File: config.mk
export PLATFORM = sky130hd
export DESIGN_NAME = dp2sp_narrow
export DESIGN_NICKNAME = d
export VERILOG_FILES = /design/src/rtl/dp2sp_pkg.sv /design/src/rtl/dp2sp_classify.sv /design/src/rtl/dp2sp_round.sv /design/src/rtl/dp2sp_lane_merge.sv /design/src/rtl/dp2sp_narrow.sv
export SDC_FILE = /design/constraint.sdc
export NUM_CORES = 1
export LEC_CHECK = 0
export CORE_AREA = 2 2 303 305
export DETAILED_ROUTE_END_ITERATION = 7
export DIE_AREA = 0 0 305 307
export DONT_BUFFER_PORTS = 1
export SYNTH_ARGS = -nofsm -noshare
export SYNTH_HDL_FRONTEND = slang
export SYNTH_SLANG_ARGS = --single-unit
File: constraint.sdc
create_clock -name clk -period 8.7 [get_ports clk]
set_input_delay 0.87 -clock clk [delete_from_list [all_inputs] [get_ports clk]]
set_output_delay 0.87 -clock clk [all_outputs]
set_load 0.02 [all_outputs]
File: src/rtl/dp2sp_pkg.sv
package dp2sp_pkg;

    localparam int DP_W       = 64;
    localparam int DP_EXP_W   = 11;
    localparam int DP_FRAC_W  = 52;
    localparam int DP_MANT_W  = DP_FRAC_W + 1;
    localparam int SP_W       = 32;
    localparam int SP_EXP_W   = 8;
    localparam int SP_FRAC_W  = 23;
    localparam int SP_MANT_W  = SP_FRAC_W + 1;
    localparam int EXP_CALC_W = 13;
    localparam int SHIFT_MAX  = 32;
    localparam int PAYLOAD_W  = SP_FRAC_W - 1;
    localparam int FLAG_W     = 5;

    localparam int DP_BIAS = 1023;
    localparam int SP_BIAS = 127;
    localparam logic signed [EXP_CALC_W-1:0] REBIAS = EXP_CALC_W'(DP_BIAS - SP_BIAS);
    localparam logic signed [EXP_CALC_W-1:0] SP_EXP_OVF = EXP_CALC_W'((1 << SP_EXP_W) - 1);

    localparam int FLG_INVALID   = 0;
    localparam int FLG_DENORMAL  = 1;
    localparam int FLG_OVERFLOW  = 2;
    localparam int FLG_UNDERFLOW = 3;
    localparam int FLG_PRECISION = 4;

    typedef enum logic [1:0] {
        RND_NEAREST = 2'b00,
        RND_DOWN    = 2'b01,
        RND_UP      = 2'b10,
        RND_ZERO    = 2'b11
    } rnd_mode_e;

    typedef enum logic {
        MERGE_LEGACY = 1'b0,
        MERGE_3OP    = 1'b1
    } merge_mode_e;

    typedef struct packed {
        logic                          sign;
        logic                          is_nan;
        logic                          is_snan;
        logic                          is_inf;
        logic                          is_zero;
        logic                          is_sub;
        logic signed [EXP_CALC_W-1:0]  sp_exp;
        logic [DP_MANT_W-1:0]          mant;
        logic [PAYLOAD_W-1:0]          payload;
    } dp_class_t;

    function automatic logic round_inc(rnd_mode_e mode, logic sign, logic lsb,
                                       logic guard, logic sticky);
        case (mode)
            RND_NEAREST: return guard & (sticky | lsb);
            RND_DOWN:    return (guard | sticky) & sign;
            RND_UP:      return (guard | sticky) & ~sign;
            default:     return 1'b0;
        endcase
    endfunction

    function automatic logic ovf_to_inf(rnd_mode_e mode, logic sign);
        case (mode)
            RND_NEAREST: return 1'b1;
            RND_DOWN:    return sign;
            RND_UP:      return ~sign;
            default:     return 1'b0;
        endcase
    endfunction

endpackage

File: src/rtl/dp2sp_classify.sv
module dp2sp_classify
    import dp2sp_pkg::*;
(
    input  logic [DP_W-1:0] dp_in,
    output dp_class_t       cls
);

    logic [DP_EXP_W-1:0]  exp_f;
    logic [DP_FRAC_W-1:0] frac_f;
    logic                 exp_max;
    logic                 exp_min;
    logic                 frac_nz;

    always_comb begin
        exp_f   = dp_in[DP_W-2 -: DP_EXP_W];
        frac_f  = dp_in[DP_FRAC_W-1:0];
        exp_max = &exp_f;
        exp_min = ~|exp_f;
        frac_nz = |frac_f;

        cls.sign    = dp_in[DP_W-1];
        cls.is_nan  = exp_max & frac_nz;
        cls.is_snan = exp_max & frac_nz & ~frac_f[DP_FRAC_W-1];
        cls.is_inf  = exp_max & ~frac_nz;
        cls.is_zero = exp_min & ~frac_nz;
        cls.is_sub  = exp_min & frac_nz;
        cls.sp_exp  = (exp_min ? EXP_CALC_W'(1)
                               : $signed({{(EXP_CALC_W-DP_EXP_W){1'b0}}, exp_f}))
                      - REBIAS;
        cls.mant    = {~exp_min, frac_f};
        cls.payload = frac_f[DP_FRAC_W-2 -: PAYLOAD_W];
    end

endmodule

File: src/rtl/dp2sp_round.sv
module dp2sp_round
    import dp2sp_pkg::*;
(
    input  dp_class_t         cls,
    input  rnd_mode_e         rmode,
    output logic [SP_W-1:0]   sp_out,
    output logic [FLAG_W-1:0] flg_out
);

    localparam int WIDE_W = DP_MANT_W + SHIFT_MAX;
    localparam int SH_W   = $clog2(SHIFT_MAX + 1);

    logic signed [EXP_CALC_W-1:0] need_sh;
    logic [SH_W-1:0]              sh;
    logic [WIDE_W-1:0]            wide;
    logic [SP_MANT_W-1:0]         kept;
    logic                         guard;
    logic                         sticky;
    logic                         inc;
    logic [SP_MANT_W:0]           rounded;
    logic                         tiny;
    logic                         inexact;
    logic signed [EXP_CALC_W-1:0] exp_out;
    logic                         ovf;
    logic [SP_W-1:0]              finite_val;
    logic [SP_W-1:0]              ovf_val;

    always_comb begin
        need_sh = EXP_CALC_W'(1) - cls.sp_exp;
        tiny    = cls.sp_exp < EXP_CALC_W'(1);
        if (!tiny)
            sh = '0;
        else if (need_sh > EXP_CALC_W'(SHIFT_MAX))
            sh = SH_W'(SHIFT_MAX);
        else
            sh = need_sh[SH_W-1:0];

        wide    = {cls.mant, {SHIFT_MAX{1'b0}}} >> sh;
        kept    = wide[WIDE_W-1 -: SP_MANT_W];
        guard   = wide[WIDE_W-1-SP_MANT_W];
        sticky  = |wide[WIDE_W-2-SP_MANT_W:0];
        inexact = guard | sticky;
        inc     = round_inc(rmode, cls.sign, kept[0], guard, sticky);
        rounded = {1'b0, kept} + (SP_MANT_W+1)'(inc);

        exp_out = cls.sp_exp
                  + $signed({{(EXP_CALC_W-1){1'b0}}, rounded[SP_MANT_W]});
        ovf     = ~tiny & (exp_out >= SP_EXP_OVF);

        if (tiny)
            finite_val = {cls.sign, {(SP_EXP_W-1){1'b0}}, rounded[SP_FRAC_W],
                          rounded[SP_FRAC_W-1:0]};
        else
            finite_val = {cls.sign, exp_out[SP_EXP_W-1:0], rounded[SP_FRAC_W-1:0]};

        if (ovf_to_inf(rmode, cls.sign))
            ovf_val = {cls.sign, {SP_EXP_W{1'b1}}, {SP_FRAC_W{1'b0}}};
        else
            ovf_val = {cls.sign, {(SP_EXP_W-1){1'b1}}, 1'b0, {SP_FRAC_W{1'b1}}};

        flg_out = '0;
        if (cls.is_nan) begin
            sp_out = {cls.sign, {SP_EXP_W{1'b1}}, 1'b1, cls.payload};
            flg_out[FLG_INVALID] = cls.is_snan;
        end else if (cls.is_inf) begin
            sp_out = {cls.sign, {SP_EXP_W{1'b1}}, {SP_FRAC_W{1'b0}}};
        end else if (cls.is_zero) begin
            sp_out = {cls.sign, {(SP_W-1){1'b0}}};
        end else begin
            flg_out[FLG_DENORMAL] = cls.is_sub;
            if (ovf) begin
                sp_out = ovf_val;
                flg_out[FLG_OVERFLOW]  = 1'b1;
                flg_out[FLG_PRECISION] = 1'b1;
            end else begin
                sp_out = finite_val;
                flg_out[FLG_UNDERFLOW] = tiny & inexact;
                flg_out[FLG_PRECISION] = inexact;
            end
        end
    end

endmodule

File: src/rtl/dp2sp_lane_merge.sv
module dp2sp_lane_merge
    import dp2sp_pkg::*;
#(
    parameter int LANE_W = 128,
    parameter int RES_W  = 256
) (
    input  merge_mode_e       mode,
    input  logic [SP_W-1:0]   sp_val,
    input  logic [LANE_W-1:0] src1,
    input  logic [RES_W-1:0]  dest_old,
    output logic [RES_W-1:0]  merged
);

    localparam int HI_W = RES_W - LANE_W;

    always_comb begin
        if (mode == MERGE_LEGACY)
            merged = {dest_old[RES_W-1:SP_W], sp_val};
        else
            merged = {{HI_W{1'b0}}, src1[LANE_W-1:SP_W], sp_val};
    end

endmodule

File: src/rtl/dp2sp_narrow.sv
module dp2sp_narrow
    import dp2sp_pkg::*;
#(
    parameter int LANE_W = 128,
    parameter int RES_W  = 256
) (
    input  logic              clk,
    input  logic              rst,
    input  logic              in_valid,
    input  logic              merge_mode,
    input  logic [LANE_W-1:0] src1,
    input  logic [LANE_W-1:0] src2,
    input  logic [RES_W-1:0]  dest_old,
    input  logic [1:0]        rnd_mode,
    output logic              out_valid,
    output logic [RES_W-1:0]  result,
    output logic [FLAG_W-1:0] flags
);

    dp_class_t         cls;
    logic [SP_W-1:0]   sp_val;
    logic [FLAG_W-1:0] flg_val;
    logic [RES_W-1:0]  merged;

    dp2sp_classify u_classify (
        .dp_in (src2[DP_W-1:0]),
        .cls   (cls)
    );

    dp2sp_round u_round (
        .cls     (cls),
        .rmode   (rnd_mode_e'(rnd_mode)),
        .sp_out  (sp_val),
        .flg_out (flg_val)
    );

    dp2sp_lane_merge #(
        .LANE_W (LANE_W),
        .RES_W  (RES_W)
    ) u_merge (
        .mode     (merge_mode_e'(merge_mode)),
        .sp_val   (sp_val),
        .src1     (src1),
        .dest_old (dest_old),
        .merged   (merged)
    );

    always_ff @(posedge clk) begin
        if (rst)
            out_valid <= 1'b0;
        else
            out_valid <= in_valid;
    end

    always_ff @(posedge clk) begin
        if (in_valid) begin
            result <= merged;
            flags  <= flg_val;
        end
    end

endmodule

# After elaboration in Yosys (flattened, before gate mapping)
# Cells that the tools add are included.
dict set report word_totals {
  latch_bits 0
  ramBits 0
  reg_bits 262
  input_bits 518
  out_inout_bits 262
  mem_count 0
  rom_bits 0
}
dict set report op_classes {
  multipliers 0
  n_lt_le_gt_ge 3
  div_mod_pow 0
  n_addsub 4
  reduce_logical 8
  shift 1
  n_eq_ne 2
  bitwise 16
  n_mux 14
}
# operator count
set ops {}
lappend ops {{2-to-1 mux 31 bit} 5}
lappend ops {{2-to-1 mux 128 bit} 1}
lappend ops {{right shift 85 x 6 -> 85 bit} 1}
lappend ops {{OR reduction 60 bit} 1}
lappend ops {{OR reduction 52 bit} 1}
lappend ops {{adder 24 x 1 -> 25 bit} 1}
lappend ops {{2-to-1 mux 24 bit} 1}
lappend ops {{adder 13 x 2 -> 13 bit} 1}
lappend ops {{>= comparator 13 x 9 -> 1 bit (second input constant)} 1}
lappend ops {{> comparator 13 x 7 -> 1 bit (second input constant)} 1}
lappend ops {{< comparator 13 x 2 -> 1 bit (second input constant)} 1}
lappend ops {{subtractor 13 x 11 -> 13 bit (second input constant)} 1}
lappend ops {{subtractor 2 x 13 -> 13 bit (first input constant)} 1}
lappend ops {{2-to-1 mux 6 bit} 2}
lappend ops {{2-to-1 mux 11 bit} 1}
lappend ops {{AND reduction 11 bit} 1}
lappend ops {{OR reduction 11 bit} 1}
lappend ops {{bitwise AND 1 bit} 10}
lappend ops {{one-hot mux 1 bit (3 select lines)} 2}
lappend ops {{inverter 1 bit} 4}
lappend ops {{OR reduction 4 bit} 1}
lappend ops {{OR reduction 3 bit} 1}
lappend ops {{equality test 2 x 1 -> 1 bit (second input constant)} 1}
lappend ops {{equality test 2 bit (second input constant)} 1}
lappend ops {{4 further kinds} 6}

# Depth between registers and ports, before layout
dict set report logic_depth {
  word_depth 21
  mapped_depth 42
  depth_no_buf 34
}

# Cells and area by module
# Synthesis repeated with hierarchy kept, for this count alone.
dict set report hier_totals {
  cells_unflattened 1749
  hier_area_um2 17905.9
}
# mod seq_area_each_um2 cells_per_inst instances area_per_inst_um2
set modules_own_cells {}
lappend modules_own_cells {dp2sp_narrow 7857.5 263 1 7871.3}
lappend modules_own_cells {dp2sp_round 0.0 1084 1 6734.0}
lappend modules_own_cells {dp2sp_lane_merge 0.0 281 1 2434.8}
lappend modules_own_cells {dp2sp_classify 0.0 121 1 865.8}

# Least setup slack after synthesis
# Ideal clock, no wire load.
dict set report synth_timing {
  path_kind {in2reg}
  start {input port src2[59]}
  end {register result[11] (data pin)}
  stages 37
  t_required_ps 8430
  setup_ps 270
  t_arrival_ps 8470
  n_path_buf 7
  setup_slack_ps -40
  cell_sequence {buf_2 clkbuf_1 ha_1 xnor2_4 a21oi_1 o22a_1 buf_2 nor2_1 clkbuf_1 mux2_2 nor4_1 a211oi_1 a211oi_1 a31oi_1 a2111oi_0 o21ai_0 a2111oi_2 a311oi_1 ha_1 ha_1 nand2_1 nand4b_1 clkbuf_1 nor4_1 and4_1 ha_1 ha_1 nand4_1 or4_1 and4_1 clkbuf_1 nor2_1 a21o_1 nor2_1 clkbuf_1 a21oi_1 o31ai_1}
}
dict set report synth_via {
  elab_chain_cells 21
  elab_cells_between_ends 32
  classes_between {add/sub: 4; order compare: 3; shift: 1; mux: 10; bitwise: 10; reduce/logical: 4}
}
# element line_no
set synth_rtl {}
lappend synth_rtl {{from (decl)} dp2sp_narrow.sv:12} ;# input logic [LANE_W-1:0] src2,
lappend synth_rtl {{OR reduction 11 bit} dp2sp_classify.sv:18} ;# exp_min = ~|exp_f;
lappend synth_rtl {{2-to-1 mux 11 bit} dp2sp_classify.sv:27} ;# cls.sp_exp = (exp_min ? EXP_CALC_W'(1)
lappend synth_rtl {{subtractor 13 x 11 -> 13 bit} dp2sp_classify.sv:29} ;# - REBIAS;
lappend synth_rtl {{subtractor 2 x 13 -> 13 bit} dp2sp_round.sv:29} ;# need_sh = EXP_CALC_W'(1) - cls.sp_exp;
lappend synth_rtl {{> comparator 13 x 7 -> 1 bit} dp2sp_round.sv:33} ;# else if (need_sh > EXP_CALC_W'(SHIFT_MAX))
lappend synth_rtl {{2-to-1 mux 6 bit} dp2sp_round.sv:33}
lappend synth_rtl {{2-to-1 mux 6 bit} dp2sp_round.sv:31} ;# if (!tiny)
lappend synth_rtl {{right shift 85 x 6 -> 85 bit} dp2sp_round.sv:38} ;# wide = {cls.mant, {SHIFT_MAX{1'b0}}} >> sh;
lappend synth_rtl {{[... 6 more ...]} -}
lappend synth_rtl {{>= comparator 13 x 9 -> 1 bit} dp2sp_round.sv:48} ;# ovf = ~tiny & (exp_out >= SP_EXP_OVF);
lappend synth_rtl {{bitwise AND 1 bit} dp2sp_round.sv:48}
lappend synth_rtl {{2-to-1 mux 31 bit} dp2sp_round.sv:71} ;# if (ovf) begin
lappend synth_rtl {{2-to-1 mux 31 bit} dp2sp_round.sv:67} ;# end else if (cls.is_zero) begin
lappend synth_rtl {{2-to-1 mux 31 bit} dp2sp_round.sv:65} ;# end else if (cls.is_inf) begin
lappend synth_rtl {{2-to-1 mux 31 bit *} dp2sp_round.sv:62} ;# if (cls.is_nan) begin
lappend synth_rtl {{2-to-1 mux 128 bit *} dp2sp_lane_merge.sv:17} ;# if (mode == MERGE_LEGACY)
lappend synth_rtl {{net merged[11]} dp2sp_narrow.sv:23} ;# logic [RES_W-1:0] merged;
lappend synth_rtl {{to (signal assigned)} dp2sp_narrow.sv:57} ;# result <= merged;
lappend synth_rtl {{to (decl)} dp2sp_narrow.sv:16} ;# output logic [RES_W-1:0] result,
# Mark *: on every way through the listed nets, which the timed path passes. The rest lies on a longest branch.
# A chain may end at the register's enable or synchronous reset.

# Worst setup path in the final report
dict set report layout_timing {
  start {input port src2[60]}
  end {register result[20] (data pin)}
}
# Same word-level chain as after synthesis.

==> results by stage <==
Drt:
- After detailed routing, the total wire length is between 90,000 and 100,000 um.
- The number of violations reported at the end of detailed-routing iteration 0 is approximately 2.2k.
- The average routed wire per standard cell is a little over 30 um.
- The first-pass iteration count of the detailed router is 7.
- The remaining routing DRC violations is 0.
- Dividing the detail-routed via count by the number of cells gives a little over 5.
- Across all layers, the routed design uses 15.2k vias.
- In this run the remaining antenna-violating nets after routing total 0.

Timing:
- The max-slew violation count is 0.
- Of the available clock period, the critical path in the final layout requires 0.956.
- The number of hold violations in the final report came to 0.
- After layout, the minimum clock period comes to ~8.3 ns.
- Hold is met by ~0.38 ns.
- At the pin with the least slew margin, the transition time is 1.16 ns.
- The worst pin sits at a relative slew slack of 0.221.
- Derived from the worst setup path, the maximum achievable clock frequency is 0.120 GHz.
- Setup repair after global routing left no endpoint under its margin.
- Setup violations remaining at the end of the flow were counted as 0.

Clock tree:
- The longest clock path from root to sink contains 3 buffers.
- The clock-pin slew on the worst setup and hold paths is around 0.060 ns.
- The clock tree from TritonCTS is built.
- In this run the clock root is driven by a clkbuf_16.
- The total clock sinks is 262.
- In this run, CTS created clock tree buffers numbering 27.
- The number of setup buffers added after CTS is 0.
- The number of levels the H-tree was split into is 1.

GRT:
- The maximum number of pins on one net before global-route repair is 263.
- The number of global-route vias before repair is 13.9k.
- The initial antenna violation count came to 70.
- The total overflow left after global routing is 0.
- The overall track demand over capacity in global routing is 0.188.
- The wire length of the first global-routing pass is 123,000 um.

Placement:
- The global placement routability congestion is 1.03.
- Summed over all nets, the half-perimeter wirelength after detailed placement is 76,200 um.
- Port buffering added 0 buffers.

Yosys:
- The synthesized area is 16,300 sq um.
- The average cell area after synthesis is about 10 sq um.
- Of the total synthesized cell area, the portion taken by XOR and XNOR cells is 0.0184.
- Synthesis instantiated between 80 and 90 different standard cells from the library.
- The proportion of synthesized chip area in sequential cells is 0.483.
- The post-synthesis cell count is 1,558.
- The post-synthesis share of cell area spent on and, or, nand and nor gates is 0.187.
- In this run, synthesis inferred 261 flip-flops with an integrated enable.
- The fraction of the mapped netlist area in compound gates is 0.184.
- The number of nets in the synthesized netlist is between 2k and 2.5k.
- The mux cell area share after synthesis is 0.0793.
- The total number of yosys warnings is 0.
- The synthesized design contains 262 register bits.
- Among all flip-flop cells after synthesis, the most frequent one is edfxtp_1.
- The fraction of registers with async set/reset is 0.
- By area, the combinational part of the netlist is dominated by simple AND/OR/NAND/NOR gates.
- The fraction of the mapped netlist area in adder cells is 0.00924.

Critical path:
- The maximum fanout encountered on the critical timing path is 14.
- The master of the slowest instance on the critical path is o21ai_0.
- The worst setup path is of the in -> reg kind.
- Data arrives at the worst endpoint at between 8 and 9 ns.
- The required time of the worst setup path is 8.96 ns.
- The critical path startpoint category is a primary input.
- The largest single stage delay on the critical path is 0.42 ns.
- The cell that appears most often on the critical path is ha_1.
- The critical path endpoint category is a flop.

Floorplan:
- The chip height is 307 um.
- 780 I/O pins were placed.
- The total area inside the core boundary comes to 90,700 sq um.
- The die covers 93,600 sq um.
- The floorplan die width is between 300 and 400 um.
- The initialized floorplan defines 111 standard-cell rows.
- For this configuration, the core starts out at a cell density of 0.179.

Min path:
- The path class of the tightest hold or removal check is in -> reg.
- Counting instances, the worst hold path has a depth of 1.
- In this run the most critical hold path is launched from rst.
- The destination of the worst hold path is out_valid$_SDFF_PP0_.

Power:
- The design draws 3740 uW.
- The worst-case IR drop observed on VDD is about 130 uV.
- Summed over all cells, the static leakage comes to slightly above 0.007 uW.
- The power density of the placed cells is 181 nW/um^2.

Final layout:
- The net count of the finished layout is 2,306.
- The layout has 9,769 filler cells.
- In the final layout, the share of cells above drive strength 1 is 0.284.
- The relative area change from synthesis to final layout is 27.4%.
- The total area of multi-input combinational cells is slightly below 8000 sq um.
- The area of all sequential standard cells is 7860 sq um.

Outcome:
- The flow ran to the end, and the final reports show no timing, DRC or antenna violations.

Run:
- The max-capacitance violation count is 0.
## cell usage after synthesis, types with 6 or more instances
| cell | instances | share of area |
|---|---|---|
| or3_1 | 12 | 0.0046 |
| mux2_2 | 102 | 0.071 |
| a211oi_1 | 36 | 0.017 |
| a221oi_1 | 13 | 0.0070 |
| nor2b_1 | 135 | 0.052 |
| ha_1 | 12 | 0.0092 |
| a22o_1 | 6 | 0.0032 |
| o22ai_1 | 13 | 0.0050 |
| nor3_1 | 40 | 0.012 |
| mux2i_1 | 14 | 0.0086 |
| and3_1 | 14 | 0.0054 |
| xnor2_1 | 21 | 0.011 |
| nor2_1 | 92 | 0.021 |
| inv_1 | 22 | 0.0051 |
| a221o_1 | 6 | 0.0037 |
| a22oi_1 | 13 | 0.0060 |
| buf_4 | 7 | 0.0032 |
| buf_2 | 26 | 0.0080 |
| o211ai_1 | 14 | 0.0065 |
| nand2_1 | 112 | 0.026 |
| a211o_1 | 6 | 0.0032 |
| nor4_1 | 42 | 0.016 |
| a21oi_1 | 85 | 0.026 |
| nand4_1 | 16 | 0.0062 |
| clkbuf_1 | 77 | 0.018 |
| a2111oi_0 | 12 | 0.0065 |
| a2bb2oi_1 | 8 | 0.0043 |
| nand4b_1 | 6 | 0.0032 |
| o31ai_1 | 15 | 0.0069 |
| a31oi_1 | 24 | 0.0092 |
| o21ai_0 | 78 | 0.024 |
| edfxtp_1 | 261 | 0.48 |
| xor2_1 | 10 | 0.0054 |
| nand3_1 | 58 | 0.018 |
| buf_1 | 10 | 0.0023 |
## cell type report
class,count,area share
sequential,262,0.380
multi-input combinational,1150,0.378
timing repair buffer,313,0.118
tap,1186,0.0717
clock buffer,30,0.0332
clock inverter,19,0.0130
inverter,22,0.00399
antenna,23,0.00278
## registers in the layout, summed over array words and instances, names as in the netlist
| name | count |
|---|---|
| result | 256 |
| out_valid | 1 |
| flags | 5 |
## timing repair
action                                  4_1_cts  5_1_grt
hold buffers                                  0        0
endpoints found under the setup margin        0       23
gates resized for setup                       0        4
## cells in the final DEF (no fill, tap or decap), types with 15 or more instances in the layout
cell type and n:
a21oi_1 84, o21ai_0 78, nor2_1 90, nand4_1 16, nor4_1 40, diode_2 23
clkbuf_16 27, nand3_1 58, mux2_2 102, o31ai_1 15, edfxtp_1 261, a211oi_1 35
nor2b_1 135, inv_1 22, nand2_1 112, a31oi_1 24, xnor2_1 21, buf_4 305
nor3_1 40
## per-layer routing
layer / track usage / up-vias / share of wire
met5: 0 / - / 0.0026
met1: 0.219 / 7301 / 0.35
met4: 0.0598 / 32 / 0.040
li1: - / 6494 / -
met2: 0.311 / 1171 / 0.47
met3: 0.0809 / 239 / 0.14
## critical path: cells and delay by family
kind	cells	cell delay [ns]
fa+ha+maj	5	1.19
buf+inv	4	0.71
simple gates	11	2.42
compound gates	14	3.16
xor+xnor	1	0.20
## power by group
part / switching [uW] / leakage [uW] / internal [uW]
Clock: 527 / 0.000463 / 752
Combinational: 383 / 0.00415 / 318
Sequential: 233 / 0.00254 / 1530
## worst max path at each step
stage	startpoint	to	slack (ns)	cells after the start
after floorplan	src2[59]	result[11]$_DFFE_PP_	0.08	42
after global placement	src2[60]	result[10]$_DFFE_PP_	-0.39	38
after detailed placement	src2[60]	result[21]$_DFFE_PP_	-0.40	38
after CTS	src2[60]	result[20]$_DFFE_PP_	0.19	38
after global routing	src2[60]	result[21]$_DFFE_PP_	0.006	37
final	src2[60]	result[20]$_DFFE_PP_	0.38	35
## per-stage QoR
step	setup WS, ns	utilization	instance area [sq um]	cells	TNS (ns)
3_3_place_gp	-0.388	0.217	19700	2933	-6.43
2_1_floorplan	0.0800	-	16300	1558	0
6_report	0.382	0.228	20700	3005	0
4_1_cts	0.189	0.227	20600	2982	0
3_5_place_dp	-0.402	0.217	19700	2933	-7.09
5_1_grt	0.00563	0.228	20700	2986	0
## kinds of logic after synthesis
| group | after synthesis |
|---|---|
| AOI/OAI and AO/OA | 421 |
| xor gates and xnor gates | 32 |
| adders and majority gates | 12 |
| buffers and inverters | 146 |
| DFF | 262 |
| muxes | 116 |
| and+or+nand+nor | 569 |
Power figures use the tool's default switching activity.
